==> src/rtl/agu_pkg.sv <==
package agu_pkg;
  typedef enum logic [2:0] {
    AM_REG    = 3'd0,
    AM_IMM    = 3'd1,
    AM_DISP   = 3'd2,
    AM_RIND   = 3'd3,
    AM_ABS    = 3'd4,
    AM_MIND   = 3'd5,
    AM_PCREL  = 3'd6,
    AM_SCALED = 3'd7
  } agu_mode_e;

  typedef enum logic {
    SQ_IDLE = 1'b0,
    SQ_WAIT = 1'b1
  } seq_state_e;
endpackage

==> src/rtl/agu_scale_shift.sv <==
module agu_scale_shift #(
  parameter int W       = 32,
  parameter int SCALE_W = 2
) (
  input  logic [W-1:0]       idx_in,
  input  logic [SCALE_W-1:0] scale_in,
  output logic [W-1:0]       idx_scaled
);
  localparam int NSTEP = SCALE_W;
  logic [W-1:0] stage [0:NSTEP];

  assign stage[0] = idx_in;

  // One shift stage per bit of the scale code; no multiplier is involved.
  for (genvar s = 0; s < NSTEP; s++) begin : g_stage
    assign stage[s+1] = scale_in[s] ? (stage[s] << (1 << s)) : stage[s];
  end

  assign idx_scaled = stage[NSTEP];
endmodule

==> src/rtl/agu_mode_calc.sv <==
module agu_mode_calc
  import agu_pkg::*;
#(
  parameter int W       = 32,
  parameter int SCALE_W = 2
) (
  input  logic [2:0]         mode,
  input  logic [W-1:0]       base,
  input  logic [W-1:0]       index,
  input  logic [W-1:0]       cval,
  input  logic [SCALE_W-1:0] scale,
  input  logic [W-1:0]       pc,
  output logic [W-1:0]       value,
  output logic               is_addr,
  output logic               needs_mem
);
  logic [W-1:0] idx_sh;
  logic [W-1:0] base_plus_c;

  agu_scale_shift #(.W(W), .SCALE_W(SCALE_W)) u_shift (
    .idx_in    (idx_sh_src),
    .scale_in  (scale),
    .idx_scaled(idx_sh)
  );

  logic [W-1:0] idx_sh_src;
  assign idx_sh_src  = index;
  assign base_plus_c = base + cval;

  always_comb begin
    value     = '0;
    is_addr   = 1'b1;
    needs_mem = 1'b0;
    unique case (agu_mode_e'(mode))
      AM_REG:    begin value = base; is_addr = 1'b0; end
      AM_IMM:    begin value = cval; is_addr = 1'b0; end
      AM_DISP:   value = base_plus_c;
      AM_RIND:   value = base;
      AM_ABS:    value = cval;
      AM_MIND:   begin value = base; needs_mem = 1'b1; end
      AM_PCREL:  value = pc + cval;
      AM_SCALED: value = base_plus_c + idx_sh;
      default:   value = '0;
    endcase
  end
endmodule

==> src/rtl/agu_indirect_seq.sv <==
module agu_indirect_seq
  import agu_pkg::*;
#(
  parameter int W = 32
) (
  input  logic         clk,
  input  logic         rst,
  input  logic         start,
  input  logic [W-1:0] ptr_addr,
  input  logic         resp_valid,
  input  logic [W-1:0] resp_data,
  output logic         busy,
  output logic         rd_req,
  output logic [W-1:0] rd_addr,
  output logic         done,
  output logic [W-1:0] done_data
);
  seq_state_e state;

  always_ff @(posedge clk) begin
    if (rst) begin
      state   <= SQ_IDLE;
      rd_req  <= 1'b0;
      rd_addr <= '0;
    end else begin
      rd_req <= 1'b0;
      unique case (state)
        SQ_IDLE: if (start) begin
          state   <= SQ_WAIT;
          rd_req  <= 1'b1;
          rd_addr <= ptr_addr;
        end
        SQ_WAIT: if (resp_valid) state <= SQ_IDLE;
        default: state <= SQ_IDLE;
      endcase
    end
  end

  assign busy      = (state == SQ_WAIT);
  assign done      = busy && resp_valid;
  assign done_data = resp_data;
endmodule

==> src/rtl/agu_ea_unit.sv <==
module agu_ea_unit #(
  parameter int W       = 32,
  parameter int SCALE_W = 2
) (
  input  logic               clk,
  input  logic               rst,
  input  logic               req_valid,
  input  logic [2:0]         req_mode,
  input  logic [W-1:0]       base_val,
  input  logic [W-1:0]       index_val,
  input  logic [W-1:0]       const_val,
  input  logic [SCALE_W-1:0] scale_sel,
  input  logic [W-1:0]       pc_val,
  output logic               busy,
  output logic               mrd_req,
  output logic [W-1:0]       mrd_addr,
  input  logic               mrd_resp_valid,
  input  logic [W-1:0]       mrd_resp_data,
  output logic               res_valid,
  output logic [W-1:0]       res_value,
  output logic               res_is_addr
);
  logic         accept;
  logic [W-1:0] calc_value;
  logic         calc_is_addr;
  logic         calc_mem;
  logic         seq_done;
  logic [W-1:0] seq_data;

  assign accept = req_valid && !busy;

  agu_mode_calc #(.W(W), .SCALE_W(SCALE_W)) u_calc (
    .mode     (req_mode),
    .base     (base_val),
    .index    (index_val),
    .cval     (const_val),
    .scale    (scale_sel),
    .pc       (pc_val),
    .value    (calc_value),
    .is_addr  (calc_is_addr),
    .needs_mem(calc_mem)
  );

  agu_indirect_seq #(.W(W)) u_seq (
    .clk       (clk),
    .rst       (rst),
    .start     (accept && calc_mem),
    .ptr_addr  (calc_value),
    .resp_valid(mrd_resp_valid),
    .resp_data (mrd_resp_data),
    .busy      (busy),
    .rd_req    (mrd_req),
    .rd_addr   (mrd_addr),
    .done      (seq_done),
    .done_data (seq_data)
  );

  always_ff @(posedge clk) begin
    if (rst) begin
      res_valid   <= 1'b0;
      res_value   <= '0;
      res_is_addr <= 1'b0;
    end else begin
      res_valid <= 1'b0;
      if (accept && !calc_mem) begin
        res_valid   <= 1'b1;
        res_value   <= calc_value;
        res_is_addr <= calc_is_addr;
      end else if (seq_done) begin
        res_valid   <= 1'b1;
        res_value   <= seq_data;
        res_is_addr <= 1'b1;
      end
    end
  end
endmodule

==> config.mk <==
export PLATFORM = sky130hd
export DESIGN_NAME = agu_ea_unit
export DESIGN_NICKNAME = d
export VERILOG_FILES = /design/src/rtl/agu_pkg.sv /design/src/rtl/agu_scale_shift.sv /design/src/rtl/agu_mode_calc.sv /design/src/rtl/agu_indirect_seq.sv /design/src/rtl/agu_ea_unit.sv
export SDC_FILE = /design/constraint.sdc
export NUM_CORES = 1
export LEC_CHECK = 0
export ABC_AREA = 0
export BUFFER_PORTS_ARGS = -buffer_cell sky130_fd_sc_hd__buf_2
export CAP_MARGIN = 40
export CORE_MARGIN = 4
export CORE_UTILIZATION = 56
export CTS_CLUSTER_DIAMETER = 40
export DETAILED_ROUTE_END_ITERATION = 8
export GPL_TIMING_DRIVEN = 0
export PLACE_DENSITY_LB_ADDON = 0.1
export SLEW_MARGIN = 20
export SYNTH_ARGS = -nofsm -noshare
export SYNTH_HDL_FRONTEND = slang
export SYNTH_SLANG_ARGS = --single-unit
==> constraint.sdc <==
create_clock -name clk -period 5.9 [get_ports clk]
set_clock_uncertainty 0.05 [all_clocks]
set_input_delay 0 -clock clk [delete_from_list [all_inputs] [get_ports clk]]
set_output_delay 0 -clock clk [all_outputs]
set_load 0.01 [all_outputs]
==> results by group <==
Layout
  – Proportion of layout cells with a drive suffix above 1: 19.7%
  – P&R area growth vs syn: 19.7%
  – Nets@finish: 1897
  – Fillers: 1467
  – FF+latch area: 1360 sq um
  – Inserted Diodes: 0
  – Multi-input logic area: 8260 sq um

Clock network
  – Htree depth: 3
  – Clock tree sinks: 68
  – CTS tree: built
  – CTS Root Cell: clkbuf_16
  – Post-CTS Setup Inserts: 0
  – Number of buffers created by CTS: 9
  – Maximum buffer depth of the clock tree: 2
  – Post-CTS Resized: 0
  – Skew-Pair Late Insertion Delay: 330 ps
  – Clk pin slew, worst setup/hold paths: 60 ps

Worst setup path
  – CP Launch Type: input port
  – Endpoint class of the critical path: register
  – Most used cell, CP: a21oi_1
  – CP max stage delay: 410 ps
  – Critical path's slowest cell: a221oi_4
  – Req. time, crit path: 6120 ps
  – CP arrival: 5380 ps
  – Critical path cell sequence: buf_2 > ha_1 > a211oi_1 > o21bai_1 > a21oi_1 > o21bai_1 > a21oi_1 > o21bai_1 > a21oi_1 > o21ai_0 > a21o_1 > a21oi_1 > xnor2_1 > ha_1 > a21o_1 > a21oi_1 > nor2b_1 > a211o_1 > a31oi_2 > o221ai_2 > a221oi_4 > o21ai_0 > a21oi_1 > a41o_1
  – Peak fanout along the critical path: 6
  – Crit Path Class: input port to register

Floorplan
  – Core ar.: 17500 sq um
  – Die H: 142 um
  – Die area: 20200 sq um
  – I/O pins: 237
  – Initial Util: 57.6%
  – Num rows: 48
  – Die X: 142 um

Timing
  – Min Tclk post-route: 5160 ps
  – Worst-Margin Slew: 877 ps
  – Final Max Tran Viols: 0
  – Max Clock Freq: 0.194 GHz
  – Slew HR: 41.5%
  – Tcrit/Tclk final: 87.5%
  – RSZ-0062 raised after global routing: false
  – Min setup slack post-route: 737 ps
  – Final TNS setup: 0 ps
  – Fin. Hold Viols: 0
  – Setup Viol. Count Final: 0

Job
  – MaxCap Viol Count: 0

Drt
  – Final ANT Viol Nets: 0
  – Post-DR vias/cell: 6.72
  – Initial DRC Count: 1469
  – Detailed-route via count: 12519
  – First-pass DRT Iterations: 9
  – DRC: 9
  – Routed WL: 43300 um
  – Routed wire per std cell: 23.2 um

Logic synthesis
  – Synthesis-stage register bit count: 68
  – Async set-reset flop share out of synthesis: 0%
  – Seq/Total Area, Yosys: 13.5%
  – YS warnings: 0
  – Netlist cell types: 88
  – Synth top area cells: dfxtp_1 (14%), ha_1 (12%), a21oi_1 (8.2%)
  – Post-Syn Area per Cell: 7.37 sq um
  – Most frequent cells after synthesis: nand2_1 (181), a21oi_1 (165), nor2_1 (113)
  – Syn nets: 1631
  – Synth Instances: 1366
  – Largest area contributor in the netlist: dfxtp_1
  – Post-synth top flop: dfxtp_1
  – Mapped Area: 10100 sq um
  – Cell with the most instances after synthesis: nand2_1
  – Yosys top cell area share: 13.5%
  – EDFF count, synth: 0

Global route
  – Largest net degree at the start of global routing: 14
  – Vias in the first global route: 11226
  – First-pass GRT wire length: 63800 um
  – Tot GR Track Use: 40.3%
  – Gr ovfl total: 0
  – Initial antenna violation count: 0

Outcome
  – Failing checks: DRC
  – Status: finished with violations

Placement
  – Gpl congestion: 1.04
  – Post-Place Setup Slack: 643 ps
  – Hpwl dp: 34100 um
  – Port Buffers: 234

Power and ir drop
  – Leakage: 5.44 nW
  – Seq pwr share: 19.1%
  – Power share of the clock group: 21.9%
  – Pwr Density: 222 nW/um^2
  – Pint: 1.48 mW
  – NetSw: 1.20 mW
  – Peak supply drop: 0.223 mV
  – Switching part of the total: 44.7%
  – Gate power share: 59.0%

Worst hold path
  – Hold crit path type: input port to register
-- metal layers --
| layer | up-vias | track usage (%) | wire, um |
|---|---|---|---|
| met2 | 965 | 65.7 | 19100 |
| met5 | - | 0 | 0 |
| met3 | 153 | 6.79 | 5520 |
| li1 | 5632 | - | - |
| met1 | 5769 | 53.9 | 16700 |
| met4 | 0 | 14.0 | 1910 |
-- timing repair --
item	in CTS	in global routing
hold buffers	18	0
setup endpoints to repair	0	0
hold endpoints to repair	18	0
-- registers in the layout (all words and copies together), names as in the netlist --
name	count
res_value	32
u_seq.rd_addr	32
res_is_addr	1
res_valid	1
u_seq.busy	1
u_seq.rd_req	1
-- cell families after synthesis --
logic type | synth area share, %
buf+inv | 4.36
mux | 9.75
compound gates | 33.1
xor+xnor | 7.78
simple gates | 19.3
fa+ha+maj | 12.2
flops | 13.5
-- final timing paths --
kind	start	to	slack [ps]	cells past startpoint
hold / removal	mrd_resp_data[25]	res_value[25]$_SDFFE_PP0P_	4	3
setup reg to reg	u_seq.busy$_SDFF_PP0_	res_value[1]$_SDFFE_PP0P_	3440	7
hold reg to reg	u_seq.rd_addr[3]$_SDFFE_PP0P_	u_seq.rd_addr[3]$_SDFFE_PP0P_	420	2
setup / recovery	const_val[1]	res_value[30]$_SDFFE_PP0P_	740	24
-- per-stage QoR --
step / instances / hold WS (ps) / cell area (sq um) / utilization [%] / power, mW
after floorplan: 1366 / 105 / 10100 / - / 1.57
after global placement: 1825 / 202 / 11500 / 65.9 / 2.00
after detailed placement: 1827 / 213 / 11500 / 66.0 / 2.02
after CTS: 1861 / 0.856 / 12000 / 68.9 / 2.61
after global routing: 1862 / 10.0 / 12000 / 68.9 / 2.81
final: 1862 / 3.87 / 12000 / 68.9 / 2.68
-- cells in the final DEF, fill, tap and decap left out, types with 24 or more instances in the layout --
cell type / count
a211oi_1: 31
a21o_1: 43
a21oi_1: 165
buf_2: 237
clkbuf_1: 57
dfxtp_1: 68
ha_1: 93
inv_1: 40
mux2i_1: 35
mux4_2: 24
nand2_1: 181
nand3_1: 24
nor2_1: 113
nor2b_1: 24
o21ai_0: 102
xnor2_1: 51
xor2_1: 33
-- final cells by class --
type	instances	area share, %
Buffer	74	2.40
Clock buffer	9	1.87
Clock inverter	7	0.831
Inverter	40	1.25
Multi-Input combinational cell	1184	68.6
Sequential cell	68	11.3
Tap cell	225	2.34
Timing Repair Buffer	255	11.4
-- power by group through the flow --
stage,Combinational (mW),Clock [mW],Sequential (mW)
3_5_place_dp,1.50,0,0.518
6_report,1.58,0.587,0.512
3_3_place_gp,1.48,0,0.517
5_1_grt,1.70,0.598,0.513
4_1_cts,1.52,0.577,0.509
2_1_floorplan,1.04,0,0.530
-- worst max-delay path, delay by kind of cell --
| kind | cells | cell delay [ps] |
|---|---|---|
| AO/OA/AOI/OAI | 19 | 4240 |
| XOR/XNOR | 1 | 240 |
| adder cells (fa/ha/maj) | 2 | 670 |
| buffers and inverters | 1 | 160 |
| AND/OR/NAND/NOR | 1 | 60 |
Note: power is estimated with default switching activity, not from simulation.
